File: src/rtl/cpu_bus_pkg.sv
package cpu_bus_pkg;

    // Fixed points of the memory map, in CPU address space
    localparam logic [15:0] MAP_RAM_HI   = 16'h1FFF;
    localparam logic [15:0] MAP_VID_HI   = 16'h3FFF;
    localparam logic [15:0] MAP_SND_LO   = 16'h4000;
    localparam logic [15:0] MAP_SND_WHI  = 16'h4013;
    localparam logic [15:0] MAP_DMA      = 16'h4014;
    localparam logic [15:0] MAP_SND_STAT = 16'h4015;
    localparam logic [15:0] MAP_PAD0     = 16'h4016;
    localparam logic [15:0] MAP_PAD1     = 16'h4017;

    // Destination of one bus transaction
    typedef enum logic [2:0] {
        TGT_NONE,
        TGT_RAM,
        TGT_VID,
        TGT_SND,
        TGT_PAD,
        TGT_DMA,
        TGT_CART
    } tgt_e;

    // Kind of transaction taken on the previous edge
    typedef enum logic [1:0] {
        ST_IDLE,
        ST_READ,
        ST_WRITE,
        ST_DMA
    } phase_e;

    // Classified transaction
    typedef struct packed {
        tgt_e tgt;
        logic rd;
        logic wr;
    } xact_t;

endpackage

File: src/rtl/busdec_classify.sv
module busdec_classify
    import cpu_bus_pkg::*;
#(
    parameter int ADDR_W = 16
) (
    input  logic [ADDR_W-1:0] addr,
    input  logic              rd,
    input  logic              wr,
    input  logic              claim,
    output xact_t             xact
);

    localparam logic [ADDR_W-1:0] A_RAM_HI   = ADDR_W'(MAP_RAM_HI);
    localparam logic [ADDR_W-1:0] A_VID_HI   = ADDR_W'(MAP_VID_HI);
    localparam logic [ADDR_W-1:0] A_SND_LO   = ADDR_W'(MAP_SND_LO);
    localparam logic [ADDR_W-1:0] A_SND_WHI  = ADDR_W'(MAP_SND_WHI);
    localparam logic [ADDR_W-1:0] A_DMA      = ADDR_W'(MAP_DMA);
    localparam logic [ADDR_W-1:0] A_SND_STAT = ADDR_W'(MAP_SND_STAT);
    localparam logic [ADDR_W-1:0] A_PAD0     = ADDR_W'(MAP_PAD0);
    localparam logic [ADDR_W-1:0] A_PAD1     = ADDR_W'(MAP_PAD1);

    tgt_e wr_tgt;
    tgt_e rd_tgt;

    // Write-side map of the I/O window above the video mirror
    always_comb begin
        if (addr >= A_SND_LO && addr <= A_SND_WHI) begin
            wr_tgt = TGT_SND;
        end else if (addr == A_SND_STAT || addr == A_PAD1) begin
            wr_tgt = TGT_SND;
        end else if (addr == A_DMA) begin
            wr_tgt = TGT_DMA;
        end else if (addr == A_PAD0) begin
            wr_tgt = TGT_PAD;
        end else begin
            wr_tgt = TGT_NONE;
        end
    end

    // Read-side map of the same window
    always_comb begin
        if (addr == A_SND_STAT) begin
            rd_tgt = TGT_SND;
        end else if (addr == A_PAD0 || addr == A_PAD1) begin
            rd_tgt = TGT_PAD;
        end else begin
            rd_tgt = TGT_NONE;
        end
    end

    // Priority: no strobe, cartridge, RAM mirror, video mirror, I/O window
    always_comb begin
        xact.wr = wr;
        xact.rd = rd & ~wr;
        if (!(rd || wr)) begin
            xact.tgt = TGT_NONE;
        end else if (claim) begin
            xact.tgt = TGT_CART;
        end else if (addr <= A_RAM_HI) begin
            xact.tgt = TGT_RAM;
        end else if (addr <= A_VID_HI) begin
            xact.tgt = TGT_VID;
        end else if (wr) begin
            xact.tgt = wr_tgt;
        end else begin
            xact.tgt = rd_tgt;
        end
    end

endmodule

File: src/rtl/busdec_select.sv
module busdec_select
    import cpu_bus_pkg::*;
#(
    parameter int RAM_AW = 11,
    parameter int VID_AW = 3,
    parameter int SND_AW = 5
) (
    input  tgt_e              tgt,
    input  logic [RAM_AW-1:0] addr_lo,
    output logic              ram_sel,
    output logic              vid_sel,
    output logic              snd_sel,
    output logic              pad_sel,
    output logic              pad_port,
    output logic [RAM_AW-1:0] ram_off,
    output logic [VID_AW-1:0] vid_off,
    output logic [SND_AW-1:0] snd_off
);

    localparam int NSEL = 4;

    function automatic tgt_e sel_code(input int idx);
        case (idx)
            0:       sel_code = TGT_RAM;
            1:       sel_code = TGT_VID;
            2:       sel_code = TGT_SND;
            default: sel_code = TGT_PAD;
        endcase
    endfunction

    logic [NSEL-1:0] sel_vec;

    for (genvar g = 0; g < NSEL; g++) begin : g_sel
        assign sel_vec[g] = (tgt == sel_code(g));
    end

    assign ram_sel  = sel_vec[0];
    assign vid_sel  = sel_vec[1];
    assign snd_sel  = sel_vec[2];
    assign pad_sel  = sel_vec[3];

    // Mirroring: each device sees only its low address bits
    assign ram_off  = addr_lo;
    assign vid_off  = addr_lo[VID_AW-1:0];
    assign snd_off  = addr_lo[SND_AW-1:0];
    assign pad_port = addr_lo[0];

endmodule

File: src/rtl/busdec_phase.sv
module busdec_phase
    import cpu_bus_pkg::*;
#(
    parameter int DATA_W = 8
) (
    input  logic              clk,
    input  logic              rst_n,
    input  tgt_e              tgt,
    input  logic              rd,
    input  logic              wr,
    input  logic [DATA_W-1:0] wdata,
    output logic              dma_start,
    output logic [DATA_W-1:0] dma_page
);

    phase_e state;
    phase_e state_nx;

    // Next-state selection
    always_comb begin
        if (tgt == TGT_DMA) begin
            state_nx = ST_DMA;
        end else if (wr) begin
            state_nx = ST_WRITE;
        end else if (rd) begin
            state_nx = ST_READ;
        end else begin
            state_nx = ST_IDLE;
        end
    end

    // State register
    always_ff @(posedge clk) begin
        if (!rst_n) begin
            state <= ST_IDLE;
        end else begin
            state <= state_nx;
        end
    end

    // Outputs from the state
    always_comb begin
        unique case (state)
            ST_IDLE:  dma_start = 1'b0;
            ST_READ:  dma_start = 1'b0;
            ST_WRITE: dma_start = 1'b0;
            ST_DMA:   dma_start = 1'b1;
        endcase
    end

    // Page latch
    always_ff @(posedge clk) begin
        if (!rst_n) begin
            dma_page <= '0;
        end else if (tgt == TGT_DMA) begin
            dma_page <= wdata;
        end
    end


    dma_page_stable_chk: assert property (@(posedge clk) disable iff (!rst_n)
        (!dma_start && $past(rst_n)) |-> $stable(dma_page));

endmodule

File: src/rtl/busdec_rdsteer.sv
module busdec_rdsteer
    import cpu_bus_pkg::*;
#(
    parameter int DATA_W = 8
) (
    input  logic              clk,
    input  logic              rst_n,
    input  tgt_e              tgt,
    input  logic              rd,
    input  logic [DATA_W-1:0] ram_rdata,
    input  logic [DATA_W-1:0] vid_rdata,
    input  logic [DATA_W-1:0] snd_rdata,
    input  logic [DATA_W-1:0] pad_rdata,
    input  logic [DATA_W-1:0] cart_rdata,
    output logic [DATA_W-1:0] rdata
);

    logic [DATA_W-1:0] mux_q;

    always_comb begin
        unique case (tgt)
            TGT_RAM:  mux_q = ram_rdata;
            TGT_VID:  mux_q = vid_rdata;
            TGT_SND:  mux_q = snd_rdata;
            TGT_PAD:  mux_q = pad_rdata;
            TGT_CART: mux_q = cart_rdata;
            default:  mux_q = '0;
        endcase
    end

    always_ff @(posedge clk) begin
        if (!rst_n) begin
            rdata <= '0;
        end else if (rd) begin
            rdata <= mux_q;
        end
    end


    open_read_zero_chk: assert property (@(posedge clk) disable iff (!rst_n)
        $past(rd && tgt == TGT_NONE && rst_n) |-> (rdata == '0));


    rdata_hold_chk: assert property (@(posedge clk) disable iff (!rst_n)
        ($past(!rd) && $past(rst_n)) |-> $stable(rdata));

endmodule

File: src/rtl/cpu_bus_decoder.sv
module cpu_bus_decoder
    import cpu_bus_pkg::*;
#(
    parameter int ADDR_W = 16,
    parameter int DATA_W = 8,
    parameter int RAM_AW = 11,
    parameter int VID_AW = 3,
    parameter int SND_AW = 5
) (
    input  logic              clk,
    input  logic              rst_n,
    input  logic [ADDR_W-1:0] cpu_addr,
    input  logic              cpu_rd,
    input  logic              cpu_wr,
    input  logic [DATA_W-1:0] cpu_wdata,
    output logic [DATA_W-1:0] cpu_rdata,
    input  logic              cart_claim,
    input  logic [DATA_W-1:0] cart_rdata,
    output logic              ram_sel,
    output logic [RAM_AW-1:0] ram_off,
    input  logic [DATA_W-1:0] ram_rdata,
    output logic              vid_sel,
    output logic [VID_AW-1:0] vid_off,
    input  logic [DATA_W-1:0] vid_rdata,
    output logic              snd_sel,
    output logic [SND_AW-1:0] snd_off,
    input  logic [DATA_W-1:0] snd_rdata,
    output logic              pad_sel,
    output logic              pad_port,
    input  logic [DATA_W-1:0] pad_rdata,
    output logic              dma_start,
    output logic [DATA_W-1:0] dma_page
);

    localparam logic [ADDR_W-1:0] A_DMA    = ADDR_W'(MAP_DMA);
    localparam logic [ADDR_W-1:0] A_RAM_HI = ADDR_W'(MAP_RAM_HI);

    xact_t xact;

    busdec_classify #(.ADDR_W(ADDR_W)) u_classify (
        .addr  (cpu_addr),
        .rd    (cpu_rd),
        .wr    (cpu_wr),
        .claim (cart_claim),
        .xact  (xact)
    );

    busdec_select #(
        .RAM_AW (RAM_AW),
        .VID_AW (VID_AW),
        .SND_AW (SND_AW)
    ) u_select (
        .tgt      (xact.tgt),
        .addr_lo  (cpu_addr[RAM_AW-1:0]),
        .ram_sel  (ram_sel),
        .vid_sel  (vid_sel),
        .snd_sel  (snd_sel),
        .pad_sel  (pad_sel),
        .pad_port (pad_port),
        .ram_off  (ram_off),
        .vid_off  (vid_off),
        .snd_off  (snd_off)
    );

    busdec_phase #(.DATA_W(DATA_W)) u_phase (
        .clk       (clk),
        .rst_n     (rst_n),
        .tgt       (xact.tgt),
        .rd        (xact.rd),
        .wr        (xact.wr),
        .wdata     (cpu_wdata),
        .dma_start (dma_start),
        .dma_page  (dma_page)
    );

    busdec_rdsteer #(.DATA_W(DATA_W)) u_rdsteer (
        .clk        (clk),
        .rst_n      (rst_n),
        .tgt        (xact.tgt),
        .rd         (xact.rd),
        .ram_rdata  (ram_rdata),
        .vid_rdata  (vid_rdata),
        .snd_rdata  (snd_rdata),
        .pad_rdata  (pad_rdata),
        .cart_rdata (cart_rdata),
        .rdata      (cpu_rdata)
    );


    sel_onehot_chk: assert property (@(posedge clk) disable iff (!rst_n)
        $onehot0({ram_sel, vid_sel, snd_sel, pad_sel}));


    sel_needs_strobe_chk: assert property (@(posedge clk) disable iff (!rst_n)
        !(cpu_rd || cpu_wr) |-> !(ram_sel || vid_sel || snd_sel || pad_sel));


    cart_veto_chk: assert property (@(posedge clk) disable iff (!rst_n)
        (cart_claim && (cpu_rd || cpu_wr)) |-> !(ram_sel || vid_sel || snd_sel || pad_sel));


    ram_window_chk: assert property (@(posedge clk) disable iff (!rst_n)
        ram_sel |-> (cpu_addr <= A_RAM_HI));


    dma_origin_chk: assert property (@(posedge clk) disable iff (!rst_n)
        dma_start |-> $past(cpu_wr && !cart_claim && cpu_addr == A_DMA));


    dma_page_chk: assert property (@(posedge clk) disable iff (!rst_n)
        dma_start |-> (dma_page == $past(cpu_wdata)));

endmodule

File: config.mk
export PLATFORM = sky130hd
export DESIGN_NAME = cpu_bus_decoder
export DESIGN_NICKNAME = d
export VERILOG_FILES = /design/src/rtl/cpu_bus_pkg.sv /design/src/rtl/busdec_classify.sv /design/src/rtl/busdec_select.sv /design/src/rtl/busdec_phase.sv /design/src/rtl/busdec_rdsteer.sv /design/src/rtl/cpu_bus_decoder.sv
export SDC_FILE = /design/constraint.sdc
export NUM_CORES = 1
export LEC_CHECK = 0
export ABC_AREA = 1
export BUFFER_PORTS_ARGS = -buffer_cell sky130_fd_sc_hd__buf_2
export CAP_MARGIN = 0
export CORE_ASPECT_RATIO = 0.8
export CORE_MARGIN = 5
export CORE_UTILIZATION = 40
export CTS_BUF_LIST = sky130_fd_sc_hd__clkbuf_8
export CTS_CLUSTER_SIZE = 16
export DETAILED_ROUTE_END_ITERATION = 10
export GPL_TIMING_DRIVEN = 0
export PLACE_DENSITY_LB_ADDON = 0.2
export SLEW_MARGIN = 40
export SYNTH_ARGS = -nofsm -noshare
export SYNTH_HDL_FRONTEND = slang
export SYNTH_SLANG_ARGS = --single-unit
File: constraint.sdc
create_clock -name clk -period 4.55 [get_ports clk]
set_clock_uncertainty 0.1 [all_clocks]
set_input_delay 0.6825 -clock clk [delete_from_list [all_inputs] [get_ports clk]]
set_output_delay 0.6825 -clock clk [all_outputs]
set_load 0.05 [all_outputs]
; Yosys cells after proc, flatten, opt, wreduce, memory -nomap -nowiden
; Index checks and enable logic that the tools add are counted.
[totals]
out_inout_bits = 41
ram_bits = 0
n_memories = 0
in_bits = 69
wordCells = 44
rom_bits = 0
latchBits = 0
register_bits = 18
[classes]
bitwise_logic = 2
order_cmp = 4
n_eq_ne = 13
mul = 0
reduce_logical = 6
n_mux = 16
add_sub_neg = 0
shift = 0
div_mod_pow = 0
[op_table]
columns = operator, count
row1 = $eq A16 B15 Y1 const B, 4
row2 = $pmux W8 S5, 1
row3 = $mux W3, 11
row4 = $ge A16 B15 Y1 const B, 1
row5 = $le A16 B13 Y1 const B, 1
row6 = $le A16 B14 Y1 const B, 1
row7 = $le A16 B15 Y1 const B, 1
row8 = $eq A3 B3 Y1 const B, 3
row9 = $eq A3 B2 Y1 const B, 2
row10 = $eq A2 B2 Y1 const B, 2
row11 = $mux W2, 2
row12 = $eq A3 B1 Y1 const B, 1
row13 = $logic_or A1 B1 Y1, 3
row14 = $reduce_or A3 Y1, 1
row15 = $eq A2 B1 Y1 const B, 1
row16 = $logic_not A2 Y1, 1
row17 = $pmux W1 S2, 1
row18 = $and A1 B1 Y1, 1
row19 = $logic_and A1 B1 Y1, 1
row20 = $mux W1, 1
row21 = $not A1 Y1, 1

; Logic depth before layout (Yosys ltp)
[logic_depth]
ltp_word = 12
ltp_mapped = 16
mapped_depth_nobuf = 16

; Modules after synthesis
; A second synthesis with hierarchy kept.
[hier_totals]
cells_unflattened = 268
area_unflattened_um2 = 1596.5
[modules_own_cells]
columns = module, seq_area_each_um2, n_inst, cells_each, area_per_inst_um2
row1 = busdec_rdsteer, 160.2, 1, 119, 732.0
row2 = busdec_phase, 200.2, 1, 61, 424.2
row3 = busdec_classify, 0.0, 1, 58, 252.7
row4 = busdec_select, 0.0, 1, 30, 187.7

; Worst setup path before layout
; Ideal clock, no wire load.
[synth_timing]
path_kind = input -> output
start = input port cpu_addr[15]
end = output port snd_sel
t_arrival_ns = 2.505
path_slack_ns = 1.262
required_time_ns = 3.768
n_path_buf = 0
cell_stages = 7
cell_sequence = nor2_1 -> nand2_1 -> nand4_1 -> nor2_2 -> o21ai_4 -> inv_1 -> nor3_1
[synth_via]
elab_chain_len = 11
elab_cells_between_ends = 23
classes_between = order compare (4) / eq/ne (5) / mux (11) / reduce/logical (3)
[synth_rtl]
columns = item, line_no
row1 = from (decl), cpu_bus_decoder.sv:12  ; input logic [ADDR_W-1:0] cpu_addr,
row2 = branches (longest 7 deep; another with $ge A16 B15 Y1), --
row3 = $mux W3 (*), busdec_classify.sv:59  ; end else if (addr <= A_RAM_HI) begin
row4 = $mux W3 (*), busdec_classify.sv:57  ; end else if (claim) begin
row5 = $mux W3 (*), busdec_classify.sv:55  ; if (!(rd || wr)) begin
row6 = $eq A3 B2 Y1 (*), busdec_select.sv:34  ; assign sel_vec[g] = (tgt == sel_code(g));
row7 = to (decl), cpu_bus_decoder.sv:25  ; output logic snd_sel,
; Every way passes the cells marked *.

; Worst setup path in the final report
[layout_timing]
start = input port cpu_addr[8]
end = output port vid_sel
[layout_via]
elab_chain_len = 11
elab_cells_between_ends = 23
classes_between = order compare (4) / eq/ne (5) / mux (11) / reduce/logical (3)
[layout_rtl]
columns = item, line_no
row1 = branches (longest 7 deep; another with $ge A16 B15 Y1), --
row2 = $mux W3 (*), busdec_classify.sv:59
row3 = $mux W3 (*), busdec_classify.sv:57
row4 = $mux W3 (*), busdec_classify.sv:55
row5 = $eq A3 B2 Y1 (*), busdec_select.sv:34
row6 = to (decl), cpu_bus_decoder.sv:22  ; output logic vid_sel,
; Marks and branches as above.

==> run_results.csv <==
group,metric,value,unit
timing,final.setup.tns,0,ps
floorplan,dieArea,5188,um2
drt,drc,0,
power,total_leakage_power,0.001324,uW
power,swShare,35.67,%
synthesis,synth_edf_count,0,
global_routing,antenna_found_initial,0,
timing,hold_viol,0,
synthesis,synth_commonest_cells,"52 x nand2_1, 51 x nor2_1, 46 x inv_1",
worst_setup_path,cpMaxStageDelayCell,"buf_2",
floorplan,ioPinCount,110,
power,power,471.1,uW
cells_and_area,fin_cells,416,
synthesis,synth_most_common_cell,"nand2_1",
drt,wl_per_cell,10.59,um
timing,setup_violations,0,
timing,max_freq,335.9,MHz
synthesis,ys_warn_count,0,
clocking,holdBufCountCts,0,
synthesis,synth_flop_cell,"dfxtp_1",
power,clockPowerShare,27.4,%
clocking,root_buffer,"clkbuf_8",
drt,drt_wl_total,4405,um
power,power.density,215.4,nW/um2
timing,worst_pin_slew,360.2,ps
cells_and_area,n_antenna_cell,0,
drt,drt_iter0_markers,89,
clocking,clock_path_buffers,2,
worst_setup_path,arrival,2190,ps
global_routing,grt_use_total,17.15,%
status,status,"finished, final reports clean",
place,gp_congestion,0.7544,
floorplan,die_x,79.29,um
clocking,ctsResizeCount,0,
timing,whs,362.5,ps
clocking,cts.clk_slew.worst_paths,70,ps
clocking,h-tree-depth,1,
synthesis,synthDistinctLibCells,24,
global_routing,grt_pass1_wl,7217,um
clocking,numCtsBuffers,3,
timing,rsz0062_at_grt,"no",
clocking,clkLatencyLatePin,250,ps
place,place_worst_setup_slack,1566,ps
drt,postRouteAntennaNets,0,
synthesis,yosys_register_bits,18,
worst_setup_path,cp.required,3770,ps
floorplan,rows,20,
cells_and_area,fin_nets,442,
power,power.switching,168.0,uW
synthesis,yosys.area.top_type,"dfxtp_1",
synthesis,synth_cells,260,
synthesis,synth_area_leaders,"dfxtp_1 23%, nand2_1 13%, nor2_1 12%, inv_1 11%, buf_4 9.8%",
global_routing,grt_pass1_vias,1738,
worst_setup_path,critPathLaunchType,"primary input",
drt,vias,1853,
power,power.internal,303.0,uW
timing,slew_violations,0,
clocking,cts_setup_buffers,0,
global_routing,grt_overflow_total,0,
timing,max-slew-margin-rel,75.99,%
cells_and_area,syn2layout_area_growth,42.35,%
power,vdd_drop_max,0.1552,mV
power,p_comb_share,37.8,%
timing,period_needed,2977,ps
clocking,cts_tree,"done",
worst_setup_path,cp_max_fo,10,
synthesis,synth_fp_nets,329,
min_path,hp-class,"flop to flop",
run,drv_cap,0,
power,pwr-share-seq,34.8,%
synthesis,ys_seq_area_share,23.45,%
worst_setup_path,criticalPathCategory,"primary input to primary output",
global_routing,grt_max_degree,11,
drt,via_per_inst,4.454,
worst_setup_path,critPathCaptureType,"primary output",
floorplan,initial_core_util,40.93,%
synthesis,synth_top_area_share,23.45,%
synthesis,postSynth.asyncResetShare,0,%
worst_setup_path,cpPeakStageDelay,260,ps
floorplan,coreArea,3754,um2
worst_setup_path,crit_family,"simple AND/OR/NAND/NOR gates",
cells_and_area,drive_above_1_share,41.13,%
floorplan,die_h,65.44,um
timing,setup_ws,1573,ps
worst_setup_path,path_buf_inv,4,
synthesis,avgSynthCellArea,5.910,um2
place,post-place-cells,412,
place,dp_hpwl,3707,um
place,portBuffers,108,
drt,dr.pass1.iters,4,
timing,fin_crit_sh,65.44,%
clocking,cts_sinks,18,
synthesis,syn-cell-area,1536,um2
worst_setup_path,path_cells,"buf_2 > nor2_2 > nand2_2 > nor2_4 > nand2_1 > nor2_1 > o21bai_1 > nand2_2 > buf_6 > nand4_4 > inv_1 > buf_2",
-- stage by stage --
step	area, um2	utilization (%)
2_1_floorplan	1536	-
3_3_place_gp	2132	56.80
3_5_place_dp	2132	56.80
4_1_cts	2187	58.27
5_1_grt	2187	58.27
6_report	2187	58.27
-- cell families after synthesis --
family | Yosys count | share of synthesized area (%)
AO/OA/AOI/OAI | 21 | 8.469
AND/OR/NAND/NOR | 149 | 44.62
buffers and inverters | 72 | 23.45
flip-flops | 18 | 23.45
-- layer usage --
metal / wire length (um) / track usage (%) / up-vias
met5: 0 / 0 / -
met4: 14 / 2.575 / 0
met3: 431 / 4.658 / 2
met2: 2089 / 32.77 / 71
met1: 1869 / 19.30 / 784
li1: - / - / 996
-- path summary, 6_finish.rpt --
kind / startpoint / end / slack [ps] / cells after the start
setup / recovery: cpu_addr[8] / vid_sel / 1570 / 12
hold reg to reg: u_rdsteer.rdata[4] / u_rdsteer.rdata[4] / 360 / 2
setup reg to reg: u_rdsteer.rdata[3] / u_rdsteer.rdata[3] / 3860 / 2
hold / removal: u_rdsteer.rdata[4] / u_rdsteer.rdata[4] / 360 / 2
-- tightest hold or removal path: stages (launching register included) --
cell     delay, ps
dfxtp_1        310
nand2_1         60
a21oi_1         50
-- state kept, by name, indices dropped and copies added (netlist names) --
register          count
u_phase.state         2
u_phase.dma_page      8
u_rdsteer.rdata       8
-- power by group through the flow --
stage / registers [uW] / logic, uW / clock network (uW)
after floorplan: 181 / 109 / 0
after global placement: 168 / 177 / 0
after detailed placement: 168 / 179 / 0
after CTS: 164 / 180 / 133
after global routing: 165 / 195 / 143
final: 164 / 178 / 129
-- layout by cell type (no fill, tap or decap), drive strengths merged --
cell	n
nor2	56
o21bai	1
nand3	29
dfxtp	18
buf	130
nand4	4
clkbuf	5
nand2	57
nor3	2
nand3b	1
o21ai	10
inv	48
a21oi	10
clkinv	1
-- final cells by class --
cell class	count	area (um2)
Inverter	49	183.9
Timing Repair Buffer	108	540.5
Clock buffer	4	55.05
Sequential cell	18	360.3
Tap cell	44	55.05
Buffer	23	176.4
Fill cell	388	1567
Multi-Input combinational cell	170	815.8
Note: power is estimated with default switching activity, not from simulation.
